`src/rtl/sam_pkg.sv`:
```
// Shared constants and types for the sync activity monitor.
// Assumes three monitored lines per channel, indexed by sig_kind_e.
package sam_pkg;
    localparam int NUM_CH     = 2;
    localparam int SIG_PER_CH = 3;

    typedef enum logic [1:0] {
        SIG_VS = 2'd0,
        SIG_HS = 2'd1,
        SIG_ES = 2'd2
    } sig_kind_e;
endpackage

```
`src/rtl/sam_window_timer.sv`:
```
// Free-running window timer. It gives a one-cycle pulse in the last cycle
// of every 2^WIN_LOG2-cycle window.
// Assumes: the first window starts at the first edge after reset release.
module sam_window_timer #(
    parameter int WIN_LOG2 = 22
) (
    input  logic clk,
    input  logic rst_n,
    output logic win_end
);
    logic [WIN_LOG2-1:0] tick_q;

    // Purpose: advance the window position and wrap it naturally.
    always_ff @(posedge clk) begin
        if (!rst_n) tick_q <= '0;
        else        tick_q <= tick_q + 1'b1;
    end

    assign win_end = &tick_q;
endmodule

```
`src/rtl/sam_edge_tally.sv`:
```
// One monitored line: a two-flop synchronizer, detection of both edges,
// a saturating edge count, and the activity flag registered at window end.
// Assumes: qualify is already in the clk domain and is sampled only in the
// win_end cycle.
module sam_edge_tally #(
    parameter int MIN_EDGES = 4
) (
    input  logic clk,
    input  logic rst_n,
    input  logic sig_in,
    input  logic win_end,
    input  logic qualify,
    output logic act
);
    localparam int CNT_W = $clog2(MIN_EDGES + 1);

    logic [1:0]       sync_q;
    logic             last_q;
    logic [CNT_W-1:0] cnt_q;
    logic [CNT_W-1:0] cnt_inc;
    logic             edge_seen;

    // Purpose: bring the line into the clk domain and keep its last level.
    always_ff @(posedge clk) begin
        if (!rst_n) begin
            sync_q <= '0;
            last_q <= 1'b0;
        end else begin
            sync_q <= {sync_q[0], sig_in};
            last_q <= sync_q[1];
        end
    end

    assign edge_seen = sync_q[1] ^ last_q;

    // Purpose: count edges, but stop at the threshold.
    always_comb begin
        if (cnt_q >= CNT_W'(MIN_EDGES)) cnt_inc = cnt_q;
        else                            cnt_inc = cnt_q + CNT_W'(edge_seen);
    end

    // Purpose: count edges, and at window end latch the flag and restart.
    always_ff @(posedge clk) begin
        if (!rst_n) begin
            cnt_q <= '0;
            act   <= 1'b0;
        end else if (win_end) begin
            cnt_q <= '0;
            act   <= qualify && (cnt_inc >= CNT_W'(MIN_EDGES));
        end else begin
            cnt_q <= cnt_inc;
        end
    end
endmodule

```
`src/rtl/sam_irq_ctrl.sv`:
```
// Per-channel sticky change status and two masked interrupt lines.
// Assumes: flags change only at window boundaries. A change is seen one
// cycle later, and a set has priority over a clear in the same cycle.
module sam_irq_ctrl #(
    parameter int NCH = 2
) (
    input  logic           clk,
    input  logic           rst_n,
    input  logic [NCH-1:0] vs_act,
    input  logic [NCH-1:0] hs_act,
    input  logic [NCH-1:0] es_act,
    input  logic [NCH-1:0] clr_stat,
    input  logic [NCH-1:0] mask_a,
    input  logic [NCH-1:0] mask_b,
    output logic [NCH-1:0] stat,
    output logic           irq_a,
    output logic           irq_b
);
    logic [NCH-1:0] vs_p, hs_p, es_p;
    logic [NCH-1:0] chg;

    // Purpose: keep last cycle's flags so that a change can be seen.
    always_ff @(posedge clk) begin
        if (!rst_n) begin
            vs_p <= '0;
            hs_p <= '0;
            es_p <= '0;
        end else begin
            vs_p <= vs_act;
            hs_p <= hs_act;
            es_p <= es_act;
        end
    end

    assign chg = (vs_act ^ vs_p) | (hs_act ^ hs_p) | (es_act ^ es_p);

    // Purpose: sticky status, where a set beats a clear.
    always_ff @(posedge clk) begin
        if (!rst_n) stat <= '0;
        else        stat <= (stat & ~clr_stat) | chg;
    end

    assign irq_a = |(stat & mask_a);
    assign irq_b = |(stat & mask_b);
endmodule

```
`src/rtl/sync_activity_monitor.sv`:
```
// Top of the sync activity monitor. There is one window timer for all lines,
// one edge tally per monitored line, and one interrupt controller.
// Assumes: es_det_en and es_dvalid are already synchronous to clk.
module sync_activity_monitor #(
    parameter int WIN_LOG2  = 22,
    parameter int MIN_EDGES = 4,
    parameter int NCH       = sam_pkg::NUM_CH
) (
    input  logic           clk,
    input  logic           rst_n,
    input  logic [NCH-1:0] vs_in,
    input  logic [NCH-1:0] hs_in,
    input  logic [NCH-1:0] es_in,
    input  logic [NCH-1:0] es_det_en,
    input  logic [NCH-1:0] es_dvalid,
    input  logic [NCH-1:0] clr_stat,
    input  logic [NCH-1:0] mask_a,
    input  logic [NCH-1:0] mask_b,
    output logic [NCH-1:0] vs_act,
    output logic [NCH-1:0] hs_act,
    output logic [NCH-1:0] es_act,
    output logic [NCH-1:0] stat,
    output logic           irq_a,
    output logic           irq_b
);
    import sam_pkg::*;

    logic win_end;
    logic [NCH-1:0][SIG_PER_CH-1:0] act_w;

    sam_window_timer #(.WIN_LOG2(WIN_LOG2)) u_timer (
        .clk     (clk),
        .rst_n   (rst_n),
        .win_end (win_end)
    );

    for (genvar c = 0; c < NCH; c++) begin : g_ch
        logic [SIG_PER_CH-1:0] pin_w;
        logic [SIG_PER_CH-1:0] qual_w;

        assign pin_w[SIG_VS]  = vs_in[c];
        assign pin_w[SIG_HS]  = hs_in[c];
        assign pin_w[SIG_ES]  = es_in[c];
        assign qual_w[SIG_VS] = 1'b1;
        assign qual_w[SIG_HS] = 1'b1;
        assign qual_w[SIG_ES] = es_det_en[c] & es_dvalid[c];

        for (genvar k = 0; k < SIG_PER_CH; k++) begin : g_sig
            sam_edge_tally #(.MIN_EDGES(MIN_EDGES)) u_tally (
                .clk     (clk),
                .rst_n   (rst_n),
                .sig_in  (pin_w[k]),
                .win_end (win_end),
                .qualify (qual_w[k]),
                .act     (act_w[c][k])
            );
        end

        assign vs_act[c] = act_w[c][SIG_VS];
        assign hs_act[c] = act_w[c][SIG_HS];
        assign es_act[c] = act_w[c][SIG_ES];
    end

    sam_irq_ctrl #(.NCH(NCH)) u_irq (
        .clk      (clk),
        .rst_n    (rst_n),
        .vs_act   (vs_act),
        .hs_act   (hs_act),
        .es_act   (es_act),
        .clr_stat (clr_stat),
        .mask_a   (mask_a),
        .mask_b   (mask_b),
        .stat     (stat),
        .irq_a    (irq_a),
        .irq_b    (irq_b)
    );
endmodule

```
`config.mk`:
```
export PLATFORM = sky130hd
export DESIGN_NAME = sync_activity_monitor
export DESIGN_NICKNAME = d
export VERILOG_FILES = /design/src/rtl/sam_pkg.sv /design/src/rtl/sam_window_timer.sv /design/src/rtl/sam_edge_tally.sv /design/src/rtl/sam_irq_ctrl.sv /design/src/rtl/sync_activity_monitor.sv
export SDC_FILE = /design/constraint.sdc
export NUM_CORES = 1
export LEC_CHECK = 0
export ABC_AREA = 1
export BUFFER_PORTS_ARGS = -buffer_cell sky130_fd_sc_hd__buf_2
export CORE_UTILIZATION = 29
export CTS_BUF_LIST = sky130_fd_sc_hd__clkbuf_16
export DETAILED_ROUTE_END_ITERATION = 16
export PLACE_DENSITY_LB_ADDON = 0.12
export RECOVER_POWER = 50
export SKIP_CTS_REPAIR_TIMING = 1
export SKIP_LAST_GASP = 1
export SYNTH_ARGS = -nofsm -noshare
export SYNTH_HDL_FRONTEND = slang
export SYNTH_SLANG_ARGS = --single-unit
```
`constraint.sdc`:
```
create_clock -name clk -period 1.6 [get_ports clk]
set_input_delay 0.24 -clock clk [delete_from_list [all_inputs] [get_ports clk]]
set_output_delay 0.24 -clock clk [all_outputs]
set_load 0.01 [all_outputs]
```
# After elaboration in Yosys (flattened, before gate mapping)
# Index checks and enable logic that the tools add are counted.
totals:
  ff_bits: 72
  latchBits: 0
  mem_bits_rw: 0
  romBits: 0
  mem_count: 0
classes:
  n_addsub: 7
  multipliers: 0
  n_div: 0
  order_cmp: 12
  eq_ne: 0
  shifts: 0
  muxes: 6
  bitwise_logic: 19
  reduce_logical: 6
op_table:
  columns: ["operator", "n"]
  rows:
  - [">= comparator 3 bit (second input constant)", 12]
  - ["adder 22 x 1 -> 22 bit (second input constant)", 1]
  - ["AND reduction 22 bit", 1]
  - ["adder 3 x 1 -> 3 bit", 6]
  - ["2-to-1 mux 3 bit", 6]
  - ["bitwise AND 2 bit", 3]
  - ["OR 2 bit", 3]
  - ["OR reduction 2 bit", 3]
  - ["bitwise XOR 1 bit", 6]
  - ["bitwise XOR 2 bit", 3]
  - ["bitwise AND 1 bit", 2]
  - ["logical AND 1 bit", 2]
  - ["inverter 2 bit", 1]
  - ["inverter 1 bit", 1]

# Longest topological paths before layout
# Gate-level depths: netlist of the first run.
logic_depth:
  ltp_word: 5
  depth_mapped: 9
  depth_no_buf: 8

# Cells and area by module
# Synthesis of the first run repeated with hierarchy kept, for this count alone.
unflattened:
  hier_cells: 406
  hier_area_um2: 3041.7
by_module_without_submodules:
  columns: ["mod", "instances", "cells_each", "area_each_um2"]
  rows:
  - ["sam_edge_tally", 6, 30, 255.2]
  - ["sam_window_timer", 1, 160, 1114.8]
  - ["sam_irq_ctrl", 1, 61, 376.6]
  - ["sync_activity_monitor", 1, 5, 18.8]

# Worst setup path before layout of the first run
# Ideal clock, no wire load.
synth_timing:
  kind: "register -> register"
  start: "register u_timer.tick_q[0]"
  end: "register g_ch[0].g_sig[2].u_tally.cnt_q[2]"
  arrival_time_ns: 1.398
  slack_ns: 0.083
  path_stages_with_launch: 10
  path_cell_list: "dfxtp_1 > ha_1 > nand2_2 > nor2_4 > nand2_4 > nor2_8 > nand2_4 > nand2_8 > buf_12 > nor2_4"
synth_via:
  elab_chain_cells: 2
synth_rtl:
  columns: ["item", "line", "rtl"]
  rows:
  - ["start, declared", "sam_window_timer.sv:11", "logic [WIN_LOG2-1:0] tick_q;"]
  - ["start signal, assigned", "sam_window_timer.sv:16", "else tick_q <= tick_q + 1'b1;"]
  - ["AND reduction 22 bit", "sam_window_timer.sv:19", "assign win_end = &tick_q;"]
  - ["OR reduction 2 bit (no line)", null, null]
  - ["end signal, assigned", "sam_edge_tally.sv:51", "cnt_q <= cnt_inc;"]
  - ["end, declared", "sam_edge_tally.sv:19", "logic [CNT_W-1:0] cnt_q;"]
# No other way between the ends.
# A chain may end at the register's enable or synchronous reset.

==> results of run 1 <==
[cell usage in the layout (no fill, tap or decap), types with 3 or more instances in the layout]
cell type,instances
nand2_1,92
dfxtp_1,70
inv_1,53
nor2_1,37
a21oi_1,26
buf_2,19
nand3_1,16
buf_4,15
ha_1,12
nor2_4,9
clkbuf_16,9
o21ai_0,8
clkbuf_1,8
xor2_1,7
xnor2_1,7
a21oi_4,4
nand2_2,3
nand4_1,3
nor3_1,3
[cell families after synthesis]
family,count (synthesis),synth area share
compound gates,46,0.09490
xor+xnor,14,0.03941
fa+ha+maj,13,0.05227
buf+inv,65,0.09087
flops,72,0.4632
simple gates,170,0.2594
[through the flow]
stage / cells / util / instance area (sq um) / hold WS [ns]
4_1_cts: 561 / 0.3616 / 3750 / 0.06952
2_1_floorplan: 380 / - / 3112 / 0.3376
3_5_place_dp: 545 / 0.3328 / 3451 / 0.3967
3_3_place_gp: 545 / 0.3328 / 3451 / 0.3930
5_1_grt: 564 / 0.3640 / 3775 / 0.09565
6_report: 564 / 0.3640 / 3775 / 0.08316
[layer usage]
layer,vias to the layer above,track usage,share of wire
li1,1268,-,-
met1,991,0.1563,0.54
met2,34,0.1781,0.40
met3,12,0.02597,0.036
met4,0,0.06548,0.021
met5,-,0,0
[worst register-to-register path, delay by kind of cell, from the launching register on]
family	cells	cell delay, ns
AO/OA/AOI/OAI	1	0.04
adder cells (fa/ha/maj)	1	0.19
flip-flops	1	0.35
AND/OR/NAND/NOR	6	0.81
[layout make-up]
cell class	instances	area, sq um
timing repair buffer	43	242.7
sequential	72	1444
tap	136	170.2
inverter	53	198.9
clock inverter	7	73.82
clock buffer	9	225.2
multi-input combinational	244	1420
fill	1120	6595
[worst max-delay path by stage]
stage | end | slack [ns]
floorplan | g_ch[0].g_sig[2].u_tally.cnt_q[2] | 0.08
detailed placement | flip-flop | 0.01
global route | u_timer.tick_q[16] | 0.001
CTS | flip-flop | 0.004
global placement | flip-flop | 0.07
finish | flip-flop | 0.11
[power by group through the flow]
| stage | clock network (uW) | registers (uW) | logic [uW] |
|---|---|---|---|
| 2_1_floorplan | 0 | 1890 | 116 |
| 3_3_place_gp | 0 | 1900 | 160 |
| 3_5_place_dp | 0 | 1900 | 165 |
| 4_1_cts | 2040 | 1860 | 165 |
| 5_1_grt | 2120 | 1860 | 188 |
| 6_report | 1980 | 1860 | 162 |
==> impl_metrics.ini, run 1 <==
[run_status]
status = completed

[die]
core_sq_um = 10370
die_height_um = 105.6
die_w_um = 105.6
io_pins = 28
rows = 37
die-area_sq_um = 11150
start_util = 0.3001

[placed_design]
gp_congestion = 0.7132
pre_cts_ws_ns = 0.01310
io_buffers = 27
dp_hpwl_mm = 4.119

[power]
combPwrFrac = 0.040
p_int_uw = 3005
power.total_uw = 4004
netSwitchingPower_uw = 998.5
p_leak_uw = 0.001720
p_seq_frac = 0.464
powerDensity_nw_per_um2 = 1061
clock_power_share = 0.496
ir_drop_mv = 0.6404
p_sw_frac = 0.2494

[global_routing]
antenna_found_initial = 0
grt_pass1_vias = 2225
grtUsageTotal = 0.1182
overflow = 0
grt_max_degree = 40
grt_first_pass_wirelength_mm = 10.28

[logic_synthesis]
synth-seq-cells = 72
synth_most_common_cell = nand2_1
syn-num-nets = 411
synth_top_area_frac = 0.4632
synthFlopType = dfxtp_1
avgSynthCellArea_sq_um = 8.189
synth_area_sq_um = 3112
synth.yosys.warnings = 0
synthCells = 380
ys_top_cells_by_count = nand2_1, dfxtp_1, inv_1, nor2_1, a21oi_1
synth_edf_count = 0
synthArstFlopShare = 0
ys_types = 27
yosysSeqAreaShare = 0.4632
synth_area_leader_cell = dfxtp_1
synth_area_leaders = dfxtp_1, nand2_1, inv_1

[route]
num_vias = 2305
drc = 0
antenna_left = 0
firstDrtPassIters = 4
wl_per_cell_um = 10.54
via_per_inst = 4.087
wirelength_mm = 5.945
drt_iter0_markers = 102

[clock_tree]
htree_levels = 3
cts_sinks = 72
cts_buffer_depth = 2
cts_tree = done
clk_pin_slew_worst_paths_ns = 0.07
cts_buffers = 9
root_buffer = clkbuf_16
worstSkewPairLatency_ns = 0.33

[critical_path]
cp_num_buf_inv = 0
slowest_stage = dfxtp_2
cp_common_cell = nand2_4
worstRegToRegCells = 8
worst-setup-path-type = flip-flop to flip-flop
start_kind = flip-flop
startpoint = u_timer.tick_q[0]
cpPeakStageDelay_ns = 0.35
crit_path_end_kind = flip-flop
cp_top_family = simple AND/OR/NAND/NOR gates
rr_startpoint = u_timer.tick_q[0]
crit_required_ns = 1.81
path_depth = 8
reg2reg_slack_ns = 0.11
crit_chain = ha_2, nand2_2, nor2_4, nand2_4, nor2_8, nand2_4, nand2_8, a21oi_4
critical_path_arrival_ns = 1.71
cp_max_fo = 9

[sta]
final.setup.tns_ns = 0
relSlewSlack = 0.3205
setup_violations = 0
rsz0062_at_grt = no
fmax_mhz = 670.3
worst_slack_ns = 0.1081
fin_crit_ns = 1.492
maxSlewViolCount = 0
skew_ns = 0.005479
hold_viol = 0
tightest_slew_ns = 1.019
finalCritPeriodShare = 0.9324

[layout]
syn_to_final_growth_pct = 21.31
drive_above_1_share = 0.1869
nets = 454
insertedDiodeCount = 0

[hold_path]
hold_end = g_ch[0].g_sig[0].u_tally.sync_q[0]
hp-class = input pin to flip-flop
hp-start = vs_in[0]
whs_path_depth = 3

[run]
drv_cap = 0
No activity file was read; power rests on OpenSTA's default activity.
==> run 2: changes to the inputs <==
Settings changed: CORE_ASPECT_RATIO set to 0.5, GPL_TIMING_DRIVEN set to 0.
==> run 2 against run 1 <==
  * Sequential share of layout area down 0.66 points
  * Critical path type unchanged
  * Die area up 0.23%
  * Combinational power up 9%
  * Register-to-register slack worse by 0.04 ns
  * Final cell count up 2.5%
  * Clock power down 10%
==> impl_metrics.ini, run 2 (synthesis gave the netlist of run 1 again) <==
[run_status]
status = completed

[route]
via_per_inst = 4.104
firstDrtPassIters = 4
wl_per_cell_um = 10.86
num_vias = 2372
drt_iter0_markers = 104
antenna_left = 0
wirelength_mm = 6.275
drc = 0

[die]
rows = 26
io_pins = 28
start_util = 0.3017
die_w_um = 148.5
die-area_sq_um = 11170
die_height_um = 75.25
core_sq_um = 10310

[power]
p_leak_uw = 0.001742
ir_drop_mv = 0.4050
powerDensity_nw_per_um2 = 989.9
power.total_uw = 3816

[layout]
final_common_cell = nand2_1
drive_above_1_share = 0.1986
finish.utilization = 0.3738
nets = 464
final_cell_mix = nand2_1, dfxtp_1, inv_1
insertedDiodeCount = 0
syn_to_final_growth_pct = 23.88

[clock_tree]
htree_levels = 3
cts_buffers = 9
cts_sinks = 72
clk_pin_slew_worst_paths_ns = 0.06
worstSkewPairLatency_ns = 0.33
cts_tree = done
root_buffer = clkbuf_16
cts_buffer_depth = 2

[critical_path]
cpPeakStageDelay_ns = 0.36
crit_required_ns = 1.82
worstRegToRegCells = 9
crit_path_end_kind = flip-flop
crit_chain = ha_4, nand2_2, nor2_4, nand2_4, nor2_8, nand2_8, nand2_8, clkbuf_16, nor2_4
slowest_stage = dfxtp_2
worst-setup-path-type = flip-flop to flip-flop
cp_max_fo = 6
critical_path_arrival_ns = 1.76
start_kind = flip-flop

[sta]
finalCritPeriodShare = 0.9599
relSlewSlack = 0.5976
maxSlewViolCount = 0
skew_ns = 0.005972
fin_crit_ns = 1.536
final.setup.tns_ns = 0
tightest_slew_ns = 0.6036
setup_violations = 0
hold_viol = 0
worst_slack_ns = 0.06420
fmax_mhz = 651.1

[placed_design]
dp_hpwl_mm = 4.322
pre_cts_ws_ns = -0.1437
gp_congestion = 0.7203
io_buffers = 27

[global_routing]
grt_max_degree = 13
grtUsageTotal = 0.1228
grt_first_pass_wirelength_mm = 10.22
antenna_found_initial = 0
overflow = 0
grt_pass1_vias = 2187

[hold_path]
hp-class = input pin to flip-flop
whs_path_depth = 3

[run]
drv_cap = 0
-- run 2: cell count changes in the layout (fill, tap and decap cells not counted), moves of 2 or more --
cell and change:
clkbuf_4 +6, a21oi_2 -2, clkinv_1 +2, inv_8 -2, dfxtp_1 -2, a21oi_1 +2, buf_2 +3, clkbuf_1 +2
inv_6 -2, clkinvlp_4 +2
-- run 2: area by class of cell --
cell class,instances,area (sq um)
fill,1070,6457
inverter,53,198.9
timing repair buffer,42,259.0
buffer,12,83.83
clock buffer,9,225.2
multi-input combinational,243,1424
clock inverter,7,40.04
sequential,72,1449
tap,140,175.2
-- run 2: metrics by stage --
stage / instances / cell area (sq um) / hold slack [ns]
final: 578 / 3855 / 0.08915
after global routing: 578 / 3855 / 0.08847
after CTS: 563 / 3687 / 0.07508
after detailed placement: 547 / 3422 / 0.3978
after global placement: 547 / 3422 / 0.3920
after floorplan: 380 / 3112 / 0.3376
-- run 2: report_power, final --
group	internal (uW)	switching (uW)
clock network	1030	747
registers	1840	24.9
logic	78.3	97.9
-- run 2: worst max-delay path, delay by kind of cell, from the launching register on --
family / cells / cell delay [ns]
adders and majority gates: 1 / 0.15
DFF: 1 / 0.36
buffers and inverters: 1 / 0.17
and+or+nand+nor: 7 / 0.76
-- run 2: worst paths after layout --
path	startpoint	to	slack, ns
setup reg to reg	u_timer.tick_q[1]	g_ch[1].g_sig[0].u_tally.cnt_q[2]	0.06
setup / recovery	u_timer.tick_q[1]	g_ch[1].g_sig[0].u_tally.cnt_q[2]	0.06
hold reg to reg	g_ch[1].g_sig[1].u_tally.sync_q[0]	g_ch[1].g_sig[1].u_tally.sync_q[1]	0.41
hold / removal	es_in[0]	g_ch[0].g_sig[2].u_tally.sync_q[0]	0.09
-- run 2: metal layers --
metal	global-route usage	vias up	wire, um
met4	0.05498	0	80
met1	0.1532	1046	3295
met3	0.04364	6	225
li1	-	1295	-
met2	0.1937	25	2674
met5	0	-	0
==> run 3: changes to the inputs <==
Settings changed: RECOVER_POWER 50 to not set.
==> run 3 against run 2 <==
  * Wire length shrank 0.21%
  * Critical path depth did not move
  * Via count is essentially flat
  * Clock skew hardly changed
  * Highest routed layer unchanged
  * Maximum frequency about the same
  * Critical path type unchanged
  * First-iteration DRC count is 3.8% higher
==> impl_metrics.ini, run 3 (synthesis gave the netlist of run 1 again) <==
[clock_tree]
clk_pin_slew_worst_paths_ns = 0.06
cts_buffer_depth = 2
cts_buffers = 9
worstSkewPairLatency_ns = 0.33
root_buffer = clkbuf_16
htree_levels = 3
cts_tree = done
cts_sinks = 72

[placed_design]
gp_congestion = 0.7203
dp.cells = 547
post_dp_cell_area_sq_um = 3422
io_buffers = 27
dp_hpwl_mm = 4.322

[hold_path]
hold_end = g_ch[0].g_sig[2].u_tally.sync_q[0]
whs_path_depth = 3
hp-class = input pin to flip-flop
hp-start = es_in[0]

[critical_path]
cpPeakStageDelay_ns = 0.36
reg2reg_slack_ns = 0.06
critical_path_arrival_ns = 1.76
slowest_stage = dfxtp_2
cp_max_fo = 6
rr_startpoint = u_timer.tick_q[1]
start_kind = flip-flop
crit_path_end_kind = flip-flop
crit_chain = ha_4, nand2_2, nor2_4, nand2_4, nor2_8, nand2_8, nand2_8, clkbuf_16, nor2_4
crit_required_ns = 1.82
rr_endpoint = g_ch[1].g_sig[0].u_tally.cnt_q[2]
worst-setup-path-type = flip-flop to flip-flop
worstRegToRegCells = 9

[global_routing]
overflow = 0
grt_first_pass_wirelength_mm = 10.22
grtUsageTotal = 0.1228
grt_pass1_vias = 2187
antenna_found_initial = 0
grt_max_degree = 13

[die]
rows = 26
start_util = 0.3017
io_pins = 28
die-area_sq_um = 11170
core_sq_um = 10310
die_w_um = 148.5
die_height_um = 75.25

[route]
wirelength_mm = 6.262
wl_per_cell_um = 10.83
drt_iter0_markers = 108
num_vias = 2373
via_per_inst = 4.106
firstDrtPassIters = 4
drc = 0
antenna_left = 0

[layout]
insertedDiodeCount = 0
finish.utilization = 0.3744
final_cells = 578
final_cell_mix = nand2_1, dfxtp_1, inv_1
nets = 464
drive_above_1_share = 0.2100
fin_area_sq_um = 3861
syn_to_final_growth_pct = 24.09
n_fill_cell = 1065
final_common_cell = nand2_1

[power]
p_leak_uw = 0.001766
combPwrFrac = 0.046
p_seq_frac = 0.488
ir_drop_mv = 0.4065
netSwitchingPower_uw = 870.5
powerDensity_nw_per_um2 = 988.6
p_int_uw = 2947
p_sw_frac = 0.2281
clock_power_share = 0.466

[sta]
fmax_mhz = 650.9
final.setup.tns_ns = 0
maxSlewViolCount = 0
tightest_slew_ns = 0.6041
relSlewSlack = 0.5972
holdWs_ns = 0.08913
skew_ns = 0.006342
finalCritPeriodShare = 0.9603
hold_viol = 0
setup_violations = 0
fin_crit_ns = 1.536

[run_status]
status = completed

[run]
drv_cap = 0
-- run 3: changes by cell type in the layout (fill, tap and decap cells not counted) --
cell	delta
buf_4	+6
clkbuf_4	-6
buf_2	+5
clkbuf_1	-5
-- run 3: layout make-up --
cell class                      instances  area (sq um)  share of cell area
Clock buffer                            9         225.2             0.05833
Inverter                               53         198.9             0.05152
Buffer                                 12         83.83             0.02171
Timing Repair Buffer                   42         265.3             0.06870
Clock inverter                          7         40.04             0.01037
Multi-Input combinational cell        243          1424              0.3688
Sequential cell                        72          1449              0.3752
Tap cell                              140         175.2             0.04537
-- run 3: worst max path at each step --
stage	startpoint	end	slack, ns	cells past startpoint
after floorplan	u_timer.tick_q[0]	g_ch[0].g_sig[2].u_tally.cnt_q[2]	0.08	9
after global placement	u_timer.tick_q[0]	g_ch[0].g_sig[0].u_tally.cnt_q[2]	-0.16	9
after detailed placement	u_timer.tick_q[0]	g_ch[1].g_sig[1].u_tally.cnt_q[2]	-0.14	9
after CTS	u_timer.tick_q[0]	g_ch[1].g_sig[2].u_tally.cnt_q[2]	-0.16	9
after global routing	u_timer.tick_q[1]	g_ch[1].g_sig[0].u_tally.cnt_q[2]	-0.004	9
final	u_timer.tick_q[1]	g_ch[1].g_sig[0].u_tally.cnt_q[2]	0.06	9
-- run 3: worst max-delay path, delay by kind of cell, from the launching register on --
kind                     cells  cell delay [ns]
adder cells (fa/ha/maj)      1             0.15
buffers and inverters        1             0.17
flip-flops                   1             0.36
AND/OR/NAND/NOR              7             0.76
-- run 3: power by group through the flow --
stage	combinational [uW]	clock, uW	sequential, uW
global placement	167	0	1900
floorplan	116	0	1890
detailed placement	169	0	1900
global route	209	1930	1870
CTS	169	1860	1860
finish	177	1780	1860
-- run 3: through the flow --
step	total power, uW	worst slack [ns]
floorplan	2010	0.08270
global placement	2065	-0.1567
detailed placement	2068	-0.1437
CTS	3890	-0.1578
global route	4006	-0.004099
finish	3817	0.06360
-- run 3: layer usage --
| metal | track usage | share of wire |
|---|---|---|
| met5 | 0 | 0 |
| met1 | 0.1532 | 0.52 |
| met2 | 0.1937 | 0.43 |
| met3 | 0.04364 | 0.037 |
| met4 | 0.05498 | 0.013 |
